===== src/rtl/i2c_flag_pkg.sv =====
`timescale 1ns/1ps
package i2c_flag_pkg;
  localparam int STAT_W = 16;
  localparam int NFLAG  = 8;
  localparam int TOP_B  = 10;
  localparam int LOW_B  = TOP_B - NFLAG + 1;

  // Index inside the 8-bit flag vector (bit 0 = status bit LOW_B)
  localparam int F_ADDR = 0;
  localparam int F_NACK = 1;
  localparam int F_STOP = 2;
  localparam int F_TC   = 3;
  localparam int F_TCR  = 4;
  localparam int F_BERR = 5;
  localparam int F_ARLO = 6;
  localparam int F_OVR  = 7;

  // Flags that the write-one-to-clear strobe may touch
  localparam logic [NFLAG-1:0] W1C_MASK = 8'b1110_0111;

  function automatic logic [STAT_W-1:0] place_flags(input logic [NFLAG-1:0] f);
    logic [STAT_W-1:0] w;
    w = '0;
    w[TOP_B -: NFLAG] = f;
    return w;
  endfunction

  function automatic logic [STAT_W-1:0] field_mask();
    return place_flags({NFLAG{1'b1}});
  endfunction
endpackage


===== src/rtl/i2c_flag_cell.sv =====
`timescale 1ns/1ps
module i2c_flag_cell #(
  parameter bit SET_WINS = 1'b1
) (
  input  logic clk,
  input  logic rst_n,
  input  logic wipe,
  input  logic set_i,
  input  logic clr_i,
  output logic q
);
  generate
    if (SET_WINS) begin : g_set_first
      always_ff @(posedge clk or negedge rst_n) begin
        if (!rst_n)     q <= 1'b0;
        else if (wipe)  q <= 1'b0;
        else if (set_i) q <= 1'b1;
        else if (clr_i) q <= 1'b0;
      end
    end else begin : g_clr_first
      always_ff @(posedge clk or negedge rst_n) begin
        if (!rst_n)     q <= 1'b0;
        else if (wipe)  q <= 1'b0;
        else if (clr_i) q <= 1'b0;
        else if (set_i) q <= 1'b1;
      end
    end
  endgenerate
endmodule


===== src/rtl/i2c_flag_qual.sv =====
`timescale 1ns/1ps
module i2c_flag_qual
  import i2c_flag_pkg::*;
(
  input  logic             clk,
  input  logic             rst_n,
  input  logic             wipe,
  input  logic             is_master,
  input  logic             no_stretch,
  input  logic             reload_mode,
  input  logic             auto_end,
  input  logic             slv_byte_ctl,
  input  logic             own_stop,
  input  logic             ev_overrun,
  input  logic             ev_arb_lost,
  input  logic             ev_misplaced,
  input  logic             ev_count_done,
  input  logic             ev_stop,
  input  logic             ev_nack,
  input  logic             ev_addr_match,
  output logic [NFLAG-1:0] set_v
);
  logic addr_seen_q;
  logic addr_take;
  logic stop_take;

  assign addr_take = ev_addr_match & ~is_master;
  assign stop_take = ev_stop & (is_master ? own_stop : addr_seen_q);

  // Remembers that this slave was addressed since the last stop
  always_ff @(posedge clk or negedge rst_n) begin
    if (!rst_n)    addr_seen_q <= 1'b0;
    else if (wipe) addr_seen_q <= 1'b0;
    else           addr_seen_q <= addr_take | (addr_seen_q & ~ev_stop);
  end

  always_comb begin
    set_v         = '0;
    set_v[F_OVR]  = ev_overrun & ~is_master & no_stretch;
    set_v[F_ARLO] = ev_arb_lost;
    set_v[F_BERR] = ev_misplaced;
    set_v[F_TCR]  = ev_count_done & reload_mode & (is_master | slv_byte_ctl);
    set_v[F_TC]   = ev_count_done & is_master & ~reload_mode & ~auto_end;
    set_v[F_STOP] = stop_take;
    set_v[F_NACK] = ev_nack;
    set_v[F_ADDR] = addr_take;
  end
endmodule


===== src/rtl/i2c_flag_clr.sv =====
`timescale 1ns/1ps
module i2c_flag_clr
  import i2c_flag_pkg::*;
#(
  parameter int CNT_W = 8
) (
  input  logic             wr_clr,
  input  logic [NFLAG-1:0] clr_bits,
  input  logic             wr_count,
  input  logic [CNT_W-1:0] count_val,
  input  logic             ctl_start,
  input  logic             ctl_stop,
  output logic [NFLAG-1:0] clr_v
);
  logic count_nonzero;
  assign count_nonzero = |count_val;

  always_comb begin
    clr_v        = {NFLAG{wr_clr}} & clr_bits & W1C_MASK;
    clr_v[F_TCR] = wr_count & count_nonzero;
    clr_v[F_TC]  = ctl_start | ctl_stop;
  end
endmodule


===== src/rtl/i2c_flag_irq.sv =====
`timescale 1ns/1ps
module i2c_flag_irq
  import i2c_flag_pkg::*;
(
  input  logic              clk,
  input  logic              rst_n,
  input  logic              wr_ien,
  input  logic [STAT_W-1:0] wdata,
  input  logic [STAT_W-1:0] status,
  output logic              irq
);
  logic [STAT_W-1:0] mask_q;

  always_ff @(posedge clk or negedge rst_n) begin
    if (!rst_n) begin
      mask_q <= '0;
      irq    <= 1'b0;
    end else begin
      if (wr_ien) mask_q <= wdata;
      irq <= |(status & mask_q);
    end
  end
endmodule


===== src/rtl/i2c_flag_stat.sv =====
`timescale 1ns/1ps
module i2c_flag_stat
  import i2c_flag_pkg::*;
#(
  parameter int CNT_W = 8
) (
  input  logic              clk,
  input  logic              rst_n,
  input  logic              periph_en,
  input  logic              soft_rst,
  input  logic              is_master,
  input  logic              no_stretch,
  input  logic              reload_mode,
  input  logic              auto_end,
  input  logic              slv_byte_ctl,
  input  logic              own_stop,
  input  logic              ev_overrun,
  input  logic              ev_arb_lost,
  input  logic              ev_misplaced,
  input  logic              ev_count_done,
  input  logic              ev_stop,
  input  logic              ev_nack,
  input  logic              ev_addr_match,
  input  logic              wr_clr,
  input  logic              wr_ien,
  input  logic [STAT_W-1:0] wdata,
  input  logic              wr_count,
  input  logic [CNT_W-1:0]  count_val,
  input  logic              ctl_start,
  input  logic              ctl_stop,
  output logic [STAT_W-1:0] status,
  output logic              irq
);
  logic             wipe;
  logic [NFLAG-1:0] set_v;
  logic [NFLAG-1:0] clr_v;
  logic [NFLAG-1:0] flag_q;

  assign wipe = ~periph_en | soft_rst;

  i2c_flag_qual u_qual (
    .clk(clk), .rst_n(rst_n), .wipe(wipe),
    .is_master(is_master), .no_stretch(no_stretch), .reload_mode(reload_mode),
    .auto_end(auto_end), .slv_byte_ctl(slv_byte_ctl), .own_stop(own_stop),
    .ev_overrun(ev_overrun), .ev_arb_lost(ev_arb_lost), .ev_misplaced(ev_misplaced),
    .ev_count_done(ev_count_done), .ev_stop(ev_stop), .ev_nack(ev_nack),
    .ev_addr_match(ev_addr_match), .set_v(set_v)
  );

  i2c_flag_clr #(.CNT_W(CNT_W)) u_clr (
    .wr_clr(wr_clr), .clr_bits(wdata[TOP_B -: NFLAG]),
    .wr_count(wr_count), .count_val(count_val),
    .ctl_start(ctl_start), .ctl_stop(ctl_stop), .clr_v(clr_v)
  );

  for (genvar i = 0; i < NFLAG; i++) begin : g_flag
    i2c_flag_cell #(.SET_WINS(1'b1)) u_cell (
      .clk(clk), .rst_n(rst_n), .wipe(wipe),
      .set_i(set_v[i]), .clr_i(clr_v[i]), .q(flag_q[i])
    );
  end

  assign status = place_flags(flag_q);

  i2c_flag_irq u_irq (
    .clk(clk), .rst_n(rst_n), .wr_ien(wr_ien), .wdata(wdata),
    .status(status), .irq(irq)
  );
endmodule


===== config.mk =====
export PLATFORM = sky130hd
export DESIGN_NAME = i2c_flag_stat
export DESIGN_NICKNAME = d
export VERILOG_FILES = /design/src/rtl/i2c_flag_pkg.sv /design/src/rtl/i2c_flag_cell.sv /design/src/rtl/i2c_flag_qual.sv /design/src/rtl/i2c_flag_clr.sv /design/src/rtl/i2c_flag_irq.sv /design/src/rtl/i2c_flag_stat.sv
export SDC_FILE = /design/constraint.sdc
export NUM_CORES = 1
export LEC_CHECK = 0
export BUFFER_PORTS_ARGS = -buffer_cell sky130_fd_sc_hd__buf_2
export CORE_ASPECT_RATIO = 1.4
export CORE_UTILIZATION = 50
export DETAILED_ROUTE_END_ITERATION = 12
export PLACE_DENSITY = 0.89
export SYNTH_ARGS = -nofsm -noshare
export SYNTH_HDL_FRONTEND = slang
export SYNTH_HIERARCHICAL = 1
export SYNTH_SLANG_ARGS = --single-unit

===== constraint.sdc =====
create_clock -name clk -period 1.85 [get_ports clk]
set_clock_uncertainty 0.2 [all_clocks]
set_input_delay 0.185 -clock clk [delete_from_list [all_inputs] [get_ports clk]]
set_output_delay 0.185 -clock clk [all_outputs]
set_load 0.02 [all_outputs]

==> impl_metrics.yaml <==
worst_setup_path:
  required_time_at_the_endpoint_of_the_critical_path_ns: 1.84
  cpPeakStageDelay_ns: 0.43
  reg2regPathDepth: 3
  r2r_start: "g_flag[5].u_cell/q$_DFFE_PN0P_"
  classification_of_the_worst_setup_path: "reg -> reg"
  wp_data_arrival_ns: 1.36
  cp-start-kind: "flop"
  critical_path.startpoint: "g_flag[5].u_cell/q$_DFFE_PN0P_"
  r2r_setup_slack_ns: 0.48
  critical_r2r_capture: "u_irq/irq$_DFF_PN0_"
  critPathCaptureType: "flop"
  path_max_fanout: 3
  cp_slowest_cell: "dfrtp_1"
  worstPathCellList: "a22o_1 -> a221oi_1 -> nand4_1"
logic_synthesis:
  synthesis.yosys.warnings: 6
  synth_seq_cells: 26
  cell_type_contributing_the_most_total_cell_area_after_synthesis: "dfrtp_1"
  avgSynthCellArea_um2: 12.5
  sequential_area_share_after_synthesis: 0.474
  synth_top_area_frac: 0.474
  synth_cell_type_count: 24
  synth.area.top_cells: "dfrtp_1 47%, mux2_4 11%, buf_4 7.1%"
  syn-cell-area_um2: 1370
  synth_cells: 110
floorplanning:
  start_util: 0.524
  core-area_um2: 2620
  floorplan.rows: 22
  die_outline_width_um: 46.3
  die_area_um2: 2960
  floorplan.io_pins: 63
  die_height_um: 64.0
detailed_routing:
  detail-route-antenna-nets: 0
  num_vias: 1084
  drtIter0Drc: 14
  viasPerCell: 4.80
  top_signal_layer_used: "met4"
  remaining_drc_errors: 0
  firstDrtPassIters: 4
  met3_length_um: 106
  route.met2.wl_mm: 1.70
  avgRoutedWirePerCell_um: 13.5
  drt-total-wl_mm: 3.04
  post_route_met1_wirelength_mm: 1.17
sta:
  finalSetupViolCount: 0
  hold_ws_ns: 0.0230
  rsz0062_at_grt: "no"
  min_period_over_period: 0.742
  timing_hold_violations_final: 0
  worst_pin_slew_ns: 0.563
  slew-limit-headroom: 0.625
  finalWorstPathRequiredPeriod_ns: 1.37
  drv_slew: 0
  tns_ns: 0
  fmax_mhz: 729
hold_path:
  min_path_type: "in -> reg"
  timing.hold.worst_endpoint: "g_flag[4].u_cell/q$_DFFE_PN0P_"
  holdPathStages: 4
  hold_path.startpoint: "ev_count_done"
cts:
  clk_root_buffer_cell: "clkbuf_4"
  number_of_buffers_created_by_cts: 3
  path_clk_slew_ns: 0.13
  ctsHoldBuffers: 22
  cts_tree: "done"
  cts_setup_buffers: 0
  max-clock-path-buffers: 2
  clk-insertion-delay-late_ns: 0.31
  htree_levels: 1
  clkSinkCount: 26
  cts.repair.resized: 0
run:
  max_cap_viol_count: 0
power_and_ir_drop:
  power_switching_mw: 0.290
  design_power_total_mw: 1.26
  p_sw_frac: 0.229
  power.density_nw_per_um2: 669
  ir_worst_vdd_v: 0.000427
  share_of_power_burned_in_combinational_logic: 0.196
  power_frac_seq: 0.506
  internal-power_mw: 0.973
  p_leak_nw: 0.961
  pwr-share-clk: 0.298
placed_design:
  post-dp-hpwl_mm: 2.12
  gp_routability_congestion: 0.767
  quantity_of_i_o_buffers_inserted_on_ports: 54
  post-place-cells: 200
global_route:
  grt_start_max_net_pins: 27
  globalRouteOverflowTotal: 0
  antenna_found_initial: 0
  grt_util_all_layers: 0.218
  grt_pass1_wl_mm: 4.57
  grt_pass1_vias: 1071
finish:
  nNetsFinal: 237
  layout.cells.non_filler: 226
  drive_gt1_frac: 0.447
  fillers: 174
  final_core_utilization: 0.722
  area_delta_synth_final_pct: 37.6
  insertedDiodeCount: 0
run_status:
  status: "finished, final reports clean"
## through the flow
stage	setup slack (ns)	area [µm²]
CTS	0.490	1890
finish	0.478	1890
global placement	0.572	1610
detailed placement	0.525	1610
floorplan	0.520	1430
global route	0.406	1890
## how the worst max path moves through the flow
stage / endpoint / slack [ns]
2_1_floorplan: u_irq/irq$_DFF_PN0_ / 0.52
3_3_place_gp: u_irq/irq$_DFF_PN0_ / 0.57
3_5_place_dp: u_irq/irq$_DFF_PN0_ / 0.53
4_1_cts: u_irq/irq$_DFF_PN0_ / 0.49
5_1_grt: u_irq/irq$_DFF_PN0_ / 0.41
6_report: u_irq/irq$_DFF_PN0_ / 0.48
## state kept, by name, summed over array words and instances (netlist names)
register            cells
g_flag.u_cell/q         8
u_irq/irq               1
u_irq/mask_q           16
u_qual/addr_seen_q      1
## placed cells by master, fill, tap and decap left out, types with 2 or more instances in the layout
master         instances
buf_2                 54
dfrtp_1               26
dlygate4sd3_1         22
conb_1                16
mux2_4                10
nand2b_1               9
inv_1                  8
a21oi_2                8
and2_1                 6
mux2_2                 6
a22o_1                 4
a221oi_1               4
clkbuf_4               3
nor4_1                 2
nor2b_1                2
## synth_stat cells
master    number
buf_4         13
buf_12         1
nand2b_1       9
nor2b_2        1
inv_1          8
buf_6          1
nand4_1        1
mux2_2         6
mux2_4        10
nor4_1         2
and3b_2        1
a21boi_1       1
and4bb_1       1
o21ba_1        1
a221oi_1       4
nor2b_1        2
conb_1         1
or2_2          1
a22o_1         4
mux2i_1        1
o211a_1        1
and2_1         6
dfrtp_1       26
a21oi_2        8
## power by group through the flow
stage	logic (mW)	registers [mW]	clock network [mW]
floorplan	0.147	0.648	0
global placement	0.203	0.645	0
detailed placement	0.208	0.650	0
CTS	0.245	0.639	0.389
global route	0.270	0.643	0.414
finish	0.247	0.639	0.377
## layer usage
layer	GRT usage	vias up
met3	0.0198	6
met4	0.107	0
met2	0.403	41
met1	0.226	527
li1	-	510
met5	0	-
## worst max-delay path, delay by kind of cell, from the launching register on
family / cells / cell delay, ns
compound gates: 2 / 0.48
simple gates: 1 / 0.13
flops: 1 / 0.43
## kinds of logic after synthesis
logic type | count (synthesis) | synth area share
multiplexers | 17 | 0.166
other | 1 | 0.00273
AO/OA/AOI/OAI | 19 | 0.122
AND/OR/NAND/NOR | 24 | 0.119
flip-flops | 26 | 0.474
buffers and inverters | 23 | 0.116
## area by class of cell
| cell class | instances | area (µm²) | area share |
|---|---|---|---|
| sequential | 26 | 651 | 0.345 |
| multi-input combinational | 76 | 618 | 0.328 |
| timing repair buffer | 76 | 490 | 0.260 |
| tap | 36 | 45.0 | 0.0239 |
| clock inverter | 1 | 30.0 | 0.0159 |
| inverter | 8 | 30.0 | 0.0159 |
| clock buffer | 3 | 22.5 | 0.0119 |
No activity file was read; power rests on OpenSTA's default activity.
